===== src/rtl/sbp_pkg.sv =====
package sbp_pkg;

   typedef enum logic {
      BIT_CLR = 1'b0,
      BIT_SET = 1'b1
   } bit_op_e;

   // One interrupt contribution: enabled, pending, handshake line released.
   function automatic logic irq_term(input logic en, input logic flag, input logic line_hi);
      return en & flag & line_hi;
   endfunction

endpackage


===== src/rtl/sbp_sync.sv =====
module sbp_sync #(
   parameter int   STAGES  = 2,
   parameter logic RST_VAL = 1'b1
) (
   input  logic clk,
   input  logic rst_n,
   input  logic d,
   output logic q
);

   if (STAGES < 0) begin : g_bad_stages
      $error("sbp_sync: STAGES must be >= 0");
   end

   if (STAGES == 0) begin : g_direct
      logic unused_clk_rst;
      assign unused_clk_rst = clk ^ rst_n;
      assign q = d;
   end else begin : g_chain
      logic [STAGES-1:0] chain;
      always_ff @(posedge clk or negedge rst_n) begin
         if (!rst_n) begin
            chain <= {STAGES{RST_VAL}};
         end else begin
            chain[0] <= d;
            for (int i = 1; i < STAGES; i++) begin
               chain[i] <= chain[i-1];
            end
         end
      end
      assign q = chain[STAGES-1];
   end

endmodule


===== src/rtl/sbp_tx.sv =====
module sbp_tx #(
   parameter int DATA_W = 8
) (
   input  logic              clk,
   input  logic              rst_n,
   input  logic              wr,
   input  logic [DATA_W-1:0] wdata,
   input  logic              ack_s,
   output logic [DATA_W-1:0] out_data,
   output logic              full,
   output logic              done
);

   always_ff @(posedge clk or negedge rst_n) begin
      if (!rst_n) begin
         out_data <= '0;
         full     <= 1'b0;
         done     <= 1'b0;
      end else if (wr) begin
         out_data <= wdata;
         full     <= 1'b1;
         done     <= 1'b0;
      end else if (full && !ack_s) begin
         full     <= 1'b0;
         done     <= 1'b1;
      end
   end

   a_r2_write_fills: assert property (@(posedge clk) disable iff (!rst_n)
      wr |=> (full && out_data == $past(wdata)));
   a_r4_ack_drains: assert property (@(posedge clk) disable iff (!rst_n)
      (full && !ack_s && !wr) |=> (!full && done));
   a_r9_write_clears_done: assert property (@(posedge clk) disable iff (!rst_n)
      wr |=> !done);
   a_r10_latch_held: assert property (@(posedge clk) disable iff (!rst_n)
      !wr |=> $stable(out_data));

endmodule


===== src/rtl/sbp_rx.sv =====
module sbp_rx #(
   parameter int DATA_W = 8
) (
   input  logic              clk,
   input  logic              rst_n,
   input  logic              rd,
   input  logic              stb_s,
   input  logic [DATA_W-1:0] pins,
   output logic [DATA_W-1:0] in_data,
   output logic              full
);

   always_ff @(posedge clk or negedge rst_n) begin
      if (!rst_n) begin
         in_data <= '0;
         full    <= 1'b0;
      end else if (!stb_s) begin
         in_data <= pins;
         full    <= 1'b1;
      end else if (rd) begin
         full    <= 1'b0;
      end
   end

   a_r5_strobe_loads: assert property (@(posedge clk) disable iff (!rst_n)
      !stb_s |=> (full && in_data == $past(pins)));
   a_r6_read_empties: assert property (@(posedge clk) disable iff (!rst_n)
      (rd && stb_s) |=> !full);
   a_r6_latch_held: assert property (@(posedge clk) disable iff (!rst_n)
      stb_s |=> $stable(in_data));

endmodule


===== src/rtl/sbp_irq.sv =====
module sbp_irq
   import sbp_pkg::*;
#(
   parameter int CTRL_BITS  = 8,
   parameter int OUT_EN_BIT = 6,
   parameter int IN_EN_BIT  = 4
) (
   input  logic                         clk,
   input  logic                         rst_n,
   input  logic                         cmd_valid,
   input  logic [$clog2(CTRL_BITS)-1:0] cmd_sel,
   input  bit_op_e                      cmd_op,
   input  logic                         tx_done,
   input  logic                         ack_s,
   input  logic                         rx_full,
   input  logic                         stb_s,
   output logic                         irq
);

   localparam int SEL_W = $clog2(CTRL_BITS);
   localparam logic [SEL_W-1:0] OUT_SEL = SEL_W'(OUT_EN_BIT);
   localparam logic [SEL_W-1:0] IN_SEL  = SEL_W'(IN_EN_BIT);

   logic en_out, en_in;

   always_ff @(posedge clk or negedge rst_n) begin
      if (!rst_n) begin
         en_out <= 1'b0;
         en_in  <= 1'b0;
      end else if (cmd_valid) begin
         if (cmd_sel == OUT_SEL) en_out <= (cmd_op == BIT_SET);
         if (cmd_sel == IN_SEL)  en_in  <= (cmd_op == BIT_SET);
      end
   end

   assign irq = irq_term(en_out, tx_done, ack_s) | irq_term(en_in, rx_full, stb_s);

   a_r8_other_bits_ignored: assert property (@(posedge clk) disable iff (!rst_n)
      (cmd_valid && cmd_sel != OUT_SEL && cmd_sel != IN_SEL) |=> ($stable(en_out) && $stable(en_in)));
   a_r8_idle_holds: assert property (@(posedge clk) disable iff (!rst_n)
      !cmd_valid |=> ($stable(en_out) && $stable(en_in)));
   a_r7_irq_needs_enable: assert property (@(posedge clk) disable iff (!rst_n)
      irq |-> (en_out || en_in));

endmodule


===== src/rtl/sbp_port.sv =====
module sbp_port
   import sbp_pkg::*;
#(
   parameter int DATA_W      = 8,
   parameter int CTRL_BITS   = 8,
   parameter int OUT_EN_BIT  = 6,
   parameter int IN_EN_BIT   = 4,
   parameter int SYNC_STAGES = 2
) (
   input  logic                         clk,
   input  logic                         rst_n,
   input  logic                         cpu_wr,
   input  logic [DATA_W-1:0]            cpu_wdata,
   input  logic                         cpu_rd,
   output logic [DATA_W-1:0]            cpu_rdata,
   input  logic                         cmd_valid,
   input  logic [$clog2(CTRL_BITS)-1:0] cmd_sel,
   input  logic                         cmd_set,
   input  logic [DATA_W-1:0]            pin_i,
   output logic [DATA_W-1:0]            pin_o,
   output logic                         pin_oe,
   input  logic                         ack_n,
   input  logic                         stb_n,
   output logic                         obf_n,
   output logic                         ibf,
   output logic                         intr
);

   if (DATA_W < 1) begin : g_bad_width
      $error("sbp_port: DATA_W must be positive");
   end
   if (CTRL_BITS < 2) begin : g_bad_ctrl
      $error("sbp_port: CTRL_BITS must be at least 2");
   end
   if (OUT_EN_BIT < 0 || OUT_EN_BIT >= CTRL_BITS || IN_EN_BIT < 0 || IN_EN_BIT >= CTRL_BITS) begin : g_bad_bit
      $error("sbp_port: enable bit positions out of range");
   end
   if (OUT_EN_BIT == IN_EN_BIT) begin : g_same_bit
      $error("sbp_port: enable bit positions must differ");
   end

   logic ack_s, stb_s;
   logic tx_full, tx_done, rx_full;

   sbp_sync #(.STAGES(SYNC_STAGES), .RST_VAL(1'b1)) u_ack_sync (
      .clk(clk), .rst_n(rst_n), .d(ack_n), .q(ack_s));

   sbp_sync #(.STAGES(SYNC_STAGES), .RST_VAL(1'b1)) u_stb_sync (
      .clk(clk), .rst_n(rst_n), .d(stb_n), .q(stb_s));

   sbp_tx #(.DATA_W(DATA_W)) u_tx (
      .clk(clk), .rst_n(rst_n), .wr(cpu_wr), .wdata(cpu_wdata), .ack_s(ack_s),
      .out_data(pin_o), .full(tx_full), .done(tx_done));

   sbp_rx #(.DATA_W(DATA_W)) u_rx (
      .clk(clk), .rst_n(rst_n), .rd(cpu_rd), .stb_s(stb_s), .pins(pin_i),
      .in_data(cpu_rdata), .full(rx_full));

   sbp_irq #(.CTRL_BITS(CTRL_BITS), .OUT_EN_BIT(OUT_EN_BIT), .IN_EN_BIT(IN_EN_BIT)) u_irq (
      .clk(clk), .rst_n(rst_n), .cmd_valid(cmd_valid), .cmd_sel(cmd_sel),
      .cmd_op(bit_op_e'(cmd_set)), .tx_done(tx_done), .ack_s(ack_s),
      .rx_full(rx_full), .stb_s(stb_s), .irq(intr));

   assign pin_oe = ~ack_n;
   assign obf_n  = ~tx_full;
   assign ibf    = rx_full;

   a_r7_irq_has_source: assert property (@(posedge clk) disable iff (!rst_n)
      intr |-> (ibf || obf_n));
   a_r9_write_drops_tx_share: assert property (@(posedge clk) disable iff (!rst_n)
      (cpu_wr && !ibf) |=> !intr);

endmodule


===== config.mk =====
export PLATFORM = sky130hd
export DESIGN_NAME = sbp_port
export DESIGN_NICKNAME = d
export VERILOG_FILES = /design/src/rtl/sbp_pkg.sv /design/src/rtl/sbp_sync.sv /design/src/rtl/sbp_tx.sv /design/src/rtl/sbp_rx.sv /design/src/rtl/sbp_irq.sv /design/src/rtl/sbp_port.sv
export SDC_FILE = /design/constraint.sdc
export NUM_CORES = 1
export LEC_CHECK = 0
export ABC_AREA = 1
export BUFFER_PORTS_ARGS = -buffer_cell sky130_fd_sc_hd__buf_2
export CORE_UTILIZATION = 40
export DETAILED_ROUTE_END_ITERATION = 10
export HOLD_SLACK_MARGIN = 0.15
export PLACE_DENSITY = 0.74
export SYNTH_ARGS = -nofsm -noshare
export SYNTH_HDL_FRONTEND = slang
export SYNTH_SLANG_ARGS = --single-unit

===== constraint.sdc =====
create_clock -name clk -period 0.94 [get_ports clk]
set_input_delay 0.141 -clock clk [delete_from_list [all_inputs] [get_ports clk]]
set_output_delay 0.141 -clock clk [all_outputs]
set_load 0.1 [all_outputs]

Word level (Yosys, flattened, before mapping)
Cells that the tools add are included.
{"block": "op_classes", "eq_ne": 3, "muxes": 6, "n_bitwise": 7, "reduce_logical": 5}
{"op": "3-bit == test (second input constant)", "count": 2}
{"op": "1-bit 2-to-1 mux", "count": 6}
{"op": "1-bit bitwise AND", "count": 4}
{"op": "2-bit AND reduction", "count": 2}
{"op": "2-bit inequality test (second input constant)", "count": 1}
{"op": "1-bit NOT", "count": 2}
{"op": "2-bit nonzero test", "count": 1}
{"op": "1-bit logical AND", "count": 1}
{"op": "1-bit logical NOT", "count": 1}
{"op": "1-bit bitwise OR", "count": 1}
{"block": "totals", "regBits": 25, "word_cells": 30}

Depth between registers and ports, before layout
{"block": "logic_depth", "word_depth": 4, "mapped_depth": 5, "depth_no_buf": 5}

Hierarchy
Synthesis repeated with hierarchy kept, for this count alone.
{"block": "hier_totals", "hier_cells": 105, "hier_area_um2": 962.2}
{"module": "sbp_tx", "instances": 1, "cells_per_inst": 42, "area_per_inst_um2": 379.1, "seq_area_each_um2": 250.2}
{"module": "sbp_rx", "instances": 1, "cells_per_inst": 38, "area_per_inst_um2": 341.6, "seq_area_each_um2": 225.2}
{"module": "sbp_irq", "instances": 1, "cells_per_inst": 19, "area_per_inst_um2": 128.9, "seq_area_each_um2": 50.0}
{"module": "sbp_sync", "instances": 2, "cells_per_inst": 2, "area_per_inst_um2": 52.6, "seq_area_each_um2": 52.6}
{"module": "sbp_port", "instances": 1, "cells_per_inst": 2, "area_per_inst_um2": 7.5, "seq_area_each_um2": 0.0}

Least setup slack after synthesis
OpenSTA, ideal clock, no wires.
{"block": "synth_timing", "path_kind": "reg-to-output", "startpoint": "register u_rx.full", "endpoint": "output intr", "t_arrival_ps": 1713, "required_ps": 799, "path_slack_ps": -914, "path_stages_with_launch": 3, "cell_sequence": "dfrtp_1 nand3_2 nand2_1"}
{"block": "synth_via", "elab_chain_cells": 3}
{"item": "from (decl)", "line_no": "sbp_rx.sv:10", "rtl": "output logic full"}
{"item": "from (signal assigned)", "line_no": "sbp_rx.sv:16", "rtl": "full <= 1'b0;"}
{"item": "from (signal assigned)", "line_no": "sbp_rx.sv:19", "rtl": "full <= 1'b1;"}
{"item": "from (signal assigned)", "line_no": "sbp_rx.sv:21", "rtl": "full <= 1'b0;"}
{"item": "1-bit bitwise AND (2 in series)", "line_no": "sbp_pkg.sv:10", "rtl": "return en & flag & line_hi;"}
{"item": "1-bit bitwise OR", "line_no": "sbp_irq.sv:36", "rtl": "assign irq = irq_term(en_out, tx_done, ack_s) | irq_term(en_in, rx_full, stb_s);"}
{"item": "to (decl)", "line_no": "sbp_port.sv:26", "rtl": "output logic intr"}
Every way passes these cells.

Worst setup path after layout
{"block": "layout_timing", "startpoint": "register u_ack_sync.g_chain.chain[1]", "endpoint": "output intr"}
{"block": "layout_via", "elab_chain_cells": 2}
{"item": "from (decl)", "line_no": "sbp_sync.sv:20", "rtl": "logic [STAGES-1:0] chain;"}
{"item": "from (signal assigned)", "line_no": "sbp_sync.sv:23", "rtl": "chain <= {STAGES{RST_VAL}};"}
{"item": "from (signal, indexed assignment)", "line_no": "sbp_sync.sv:27", "rtl": "chain[i] <= chain[i-1];"}
{"item": "1-bit bitwise AND", "line_no": "sbp_pkg.sv:10"}
{"item": "1-bit bitwise OR", "line_no": "sbp_irq.sv:36"}
Every way passes these cells.

==> metrics.csv <==
stage;metric;value;unit
pwr;p_sw;0.00118;W
timing;rsz0062_at_grt;yes;
outcome;outcome;finished, violations left;
detailed_routing;postRouteAntennaNets;0;
final_layout;final_cell_mix;39 x nand2_1, 26 x buf_2, 25 x dlygate4sd3_1;
logic_synthesis;synth_area;962;um^2
logic_synthesis;synthCells;102;
worst_hold_path;hold_class;in2reg;
logic_synthesis;syn_avg_cell_area;9.43;um^2
timing;setup_ws;-0.434;ns
global_route;grt-ovfl-total;0;
critical_path;r2r_setup_slack;-0.19;ns
timing;relSlewSlack;0.638;
final_layout;final_common_cell;nand2_1;
logic_synthesis;ys_types;13;
critical_path;r2r_cells;5;
critical_path;crit_type;reg2out;
placement;finalWeightedCongestion;0.682;
outcome;violations;setup timing;
pwr;combPwrFrac;0.421;
die;io_pins;47;
pwr;powerDensity;1530;mW/mm^2
logic_synthesis;synth-seq-cells;25;
critical_path;r2r_start;u_ack_sync.g_chain.chain[1];
timing;fin_crit_sh;1.46;
timing;hold_viol;0;
detailed_routing;drt-initial-drc-count;11;
pwr;p_int;0.00186;W
cts;cts_tree;yes;
logic_synthesis;synthesis.nets;129;
final_layout;fin_util;0.886;
final_layout;design_area;0.00198;mm^2
placement;place.port_buffers;46;
die;rows;17;
detailed_routing;first_pass_iters;4;
timing;worst_pin_slew;0.543;ns
global_route;track_usage;0.250;
placement;placed_cells;174;
die;core;0.00223;mm^2
detailed_routing;via_per_inst;4.73;
pwr;leakagePower;0.982;nW
cts;worstSkewPairLatency;0.30;ns
timing;maxSlewViolCount;0;
global_route;grt_pass1_wl;4600;um
final_layout;layout.nets;211;
final_layout;drive_gt1_frac;0.486;
final_layout;antenna_cells;0;
logic_synthesis;yosysWarnings;0;
final_layout;area_growth;106;%
worst_hold_path;min_to;u_irq.en_out;
timing;setup-violations-final;30;
worst_hold_path;holdPathStages;5;
global_route;antenna_found_initial;0;
logic_synthesis;ys_seq_area_frac;0.655;
detailed_routing;wl_per_cell;15.0;um
final_layout;instances_no_fill;211;
detailed_routing;wl;3160;um
timing;period_minus_slack;1.37;ns
pwr;p_clk_frac;0.150;
critical_path;worst_ep_required_time;0.80;ns
critical_path;critPathArrivalTime;1.23;ns
cts;numCtsBuffers;3;
cts;cts_root_buf;clkbuf_4;
die;fp.dieArea;0.00261;mm^2
pwr;swShare;0.388;
timing;clock-skew-final;0.00662;ns
final_layout;fillers;103;
die;start_util;0.431;
critical_path;end_kind;output pin;
placement;dpl_cell_area;0.00156;mm^2
pwr;ir_drop;0.00125;V
die;fp.dieH;51.0;um
placement;hpwlAfterDp;1760;um
pwr;power.share.sequential;0.429;
job;drv_cap;0;
worst_hold_path;min_from;cmd_sel[0];
cts;cts_max_level;1;
detailed_routing;num_vias;999;
cts;clk_path_buf_depth;2;
placement;preCtsSetupSlack;-0.204;ns
timing;fmaxAchievable;728;MHz
global_route;grt_pass1_vias;1074;
cts;clk_pin_slew_worst_paths;0.12;ns
global_route;grt_max_degree;26;
cts;numClockSinks;25;
critical_path;r2r_end;u_tx.done;
detailed_routing;drc;0;
critical_path;worstPathMaxFanout;2;
die;die_width;51.0;um
critical_path;start_kind;flop;
-- through the flow --
step                      TNS [ns]  hold slack, ns  power (W)
after floorplan             -0.399          -0.155    0.00195
after global placement      -0.268           0.146    0.00239
after detailed placement    -0.531           0.152    0.00242
after CTS                    -4.31           0.151    0.00299
after global routing         -5.34           0.183    0.00314
final                        -4.27           0.172    0.00303
-- worst max-delay path by stage --
stage,startpoint,end,cells past startpoint
3_3_place_gp,u_ack_sync.g_chain.chain[1],intr,3
3_5_place_dp,u_ack_sync.g_chain.chain[1],intr,3
6_report,u_ack_sync.g_chain.chain[1],intr,3
4_1_cts,u_ack_sync.g_chain.chain[1],intr,3
2_1_floorplan,u_stb_sync.g_chain.chain[1],intr,4
5_1_grt,u_stb_sync.g_chain.chain[1],intr,3
-- metal layers --
| metal | up-vias | GRT usage | wire (um) |
|---|---|---|---|
| li1 | 469 | - | - |
| met1 | 481 | 0.234 | 1090 |
| met2 | 37 | 0.500 | 1800 |
| met3 | 12 | 0.0417 | 123 |
| met4 | 0 | 0.130 | 137 |
| met5 | - | 0 | 0 |
-- layout make-up --
| class | count | area [um^2] | area share |
|---|---|---|---|
| clock buffer | 4 | 26.3 | 0.0133 |
| inverter | 16 | 63.8 | 0.0322 |
| multi-input combinational | 58 | 302 | 0.152 |
| sequential | 25 | 654 | 0.331 |
| tap | 28 | 35.0 | 0.0177 |
| timing repair buffer | 80 | 898 | 0.454 |
-- state kept, by name, summed over array words and instances (netlist names) --
signal and count:
u_rx.in_data 8, u_tx.out_data 8, u_ack_sync.g_chain.chain 2, u_stb_sync.g_chain.chain 2
u_irq.en_in 1, u_irq.en_out 1, u_rx.full 1, u_tx.done 1
u_tx.full 1
-- power groups by stage --
stage	clock, W	combinational (W)	sequential (W)
6_report	0.000454	0.00128	0.00130
5_1_grt	0.000504	0.00132	0.00131
4_1_cts	0.000463	0.00123	0.00130
3_5_place_dp	0	0.00111	0.00131
3_3_place_gp	0	0.00109	0.00130
2_1_floorplan	0	0.000207	0.00174
-- logic make-up after synthesis --
logic type,synth area share
AO/OA/AOI/OAI,0.0572
buffers and inverters,0.0936
flip-flops,0.655
AND/OR/NAND/NOR,0.194
-- critical path, cell delays in order (launching register included) --
cell	delay [ns]
dfstp_2	0.58
nand3_4	0.10
nand2_8	0.08
buf_12	0.16
-- synth_stat cells (all sizes together) --
master  instances  share of area
a21oi           1         0.0052
buf             3          0.031
dfrtp          21           0.55
dfstp           4           0.11
inv            16          0.062
nand2          40           0.16
nand3           4          0.026
nor2            3          0.012
o21ai          10          0.052
-- repair_timing --
item / in CTS / in global routing
gates cloned: 1 / 1
endpoints found under the hold margin: 43 / 1
resized for setup: 14 / 7
hold buffers: 25 / 1
setup endpoints to repair: 28 / 32
buffers inserted: 3 / 4
Power figures use the tool's default switching activity.
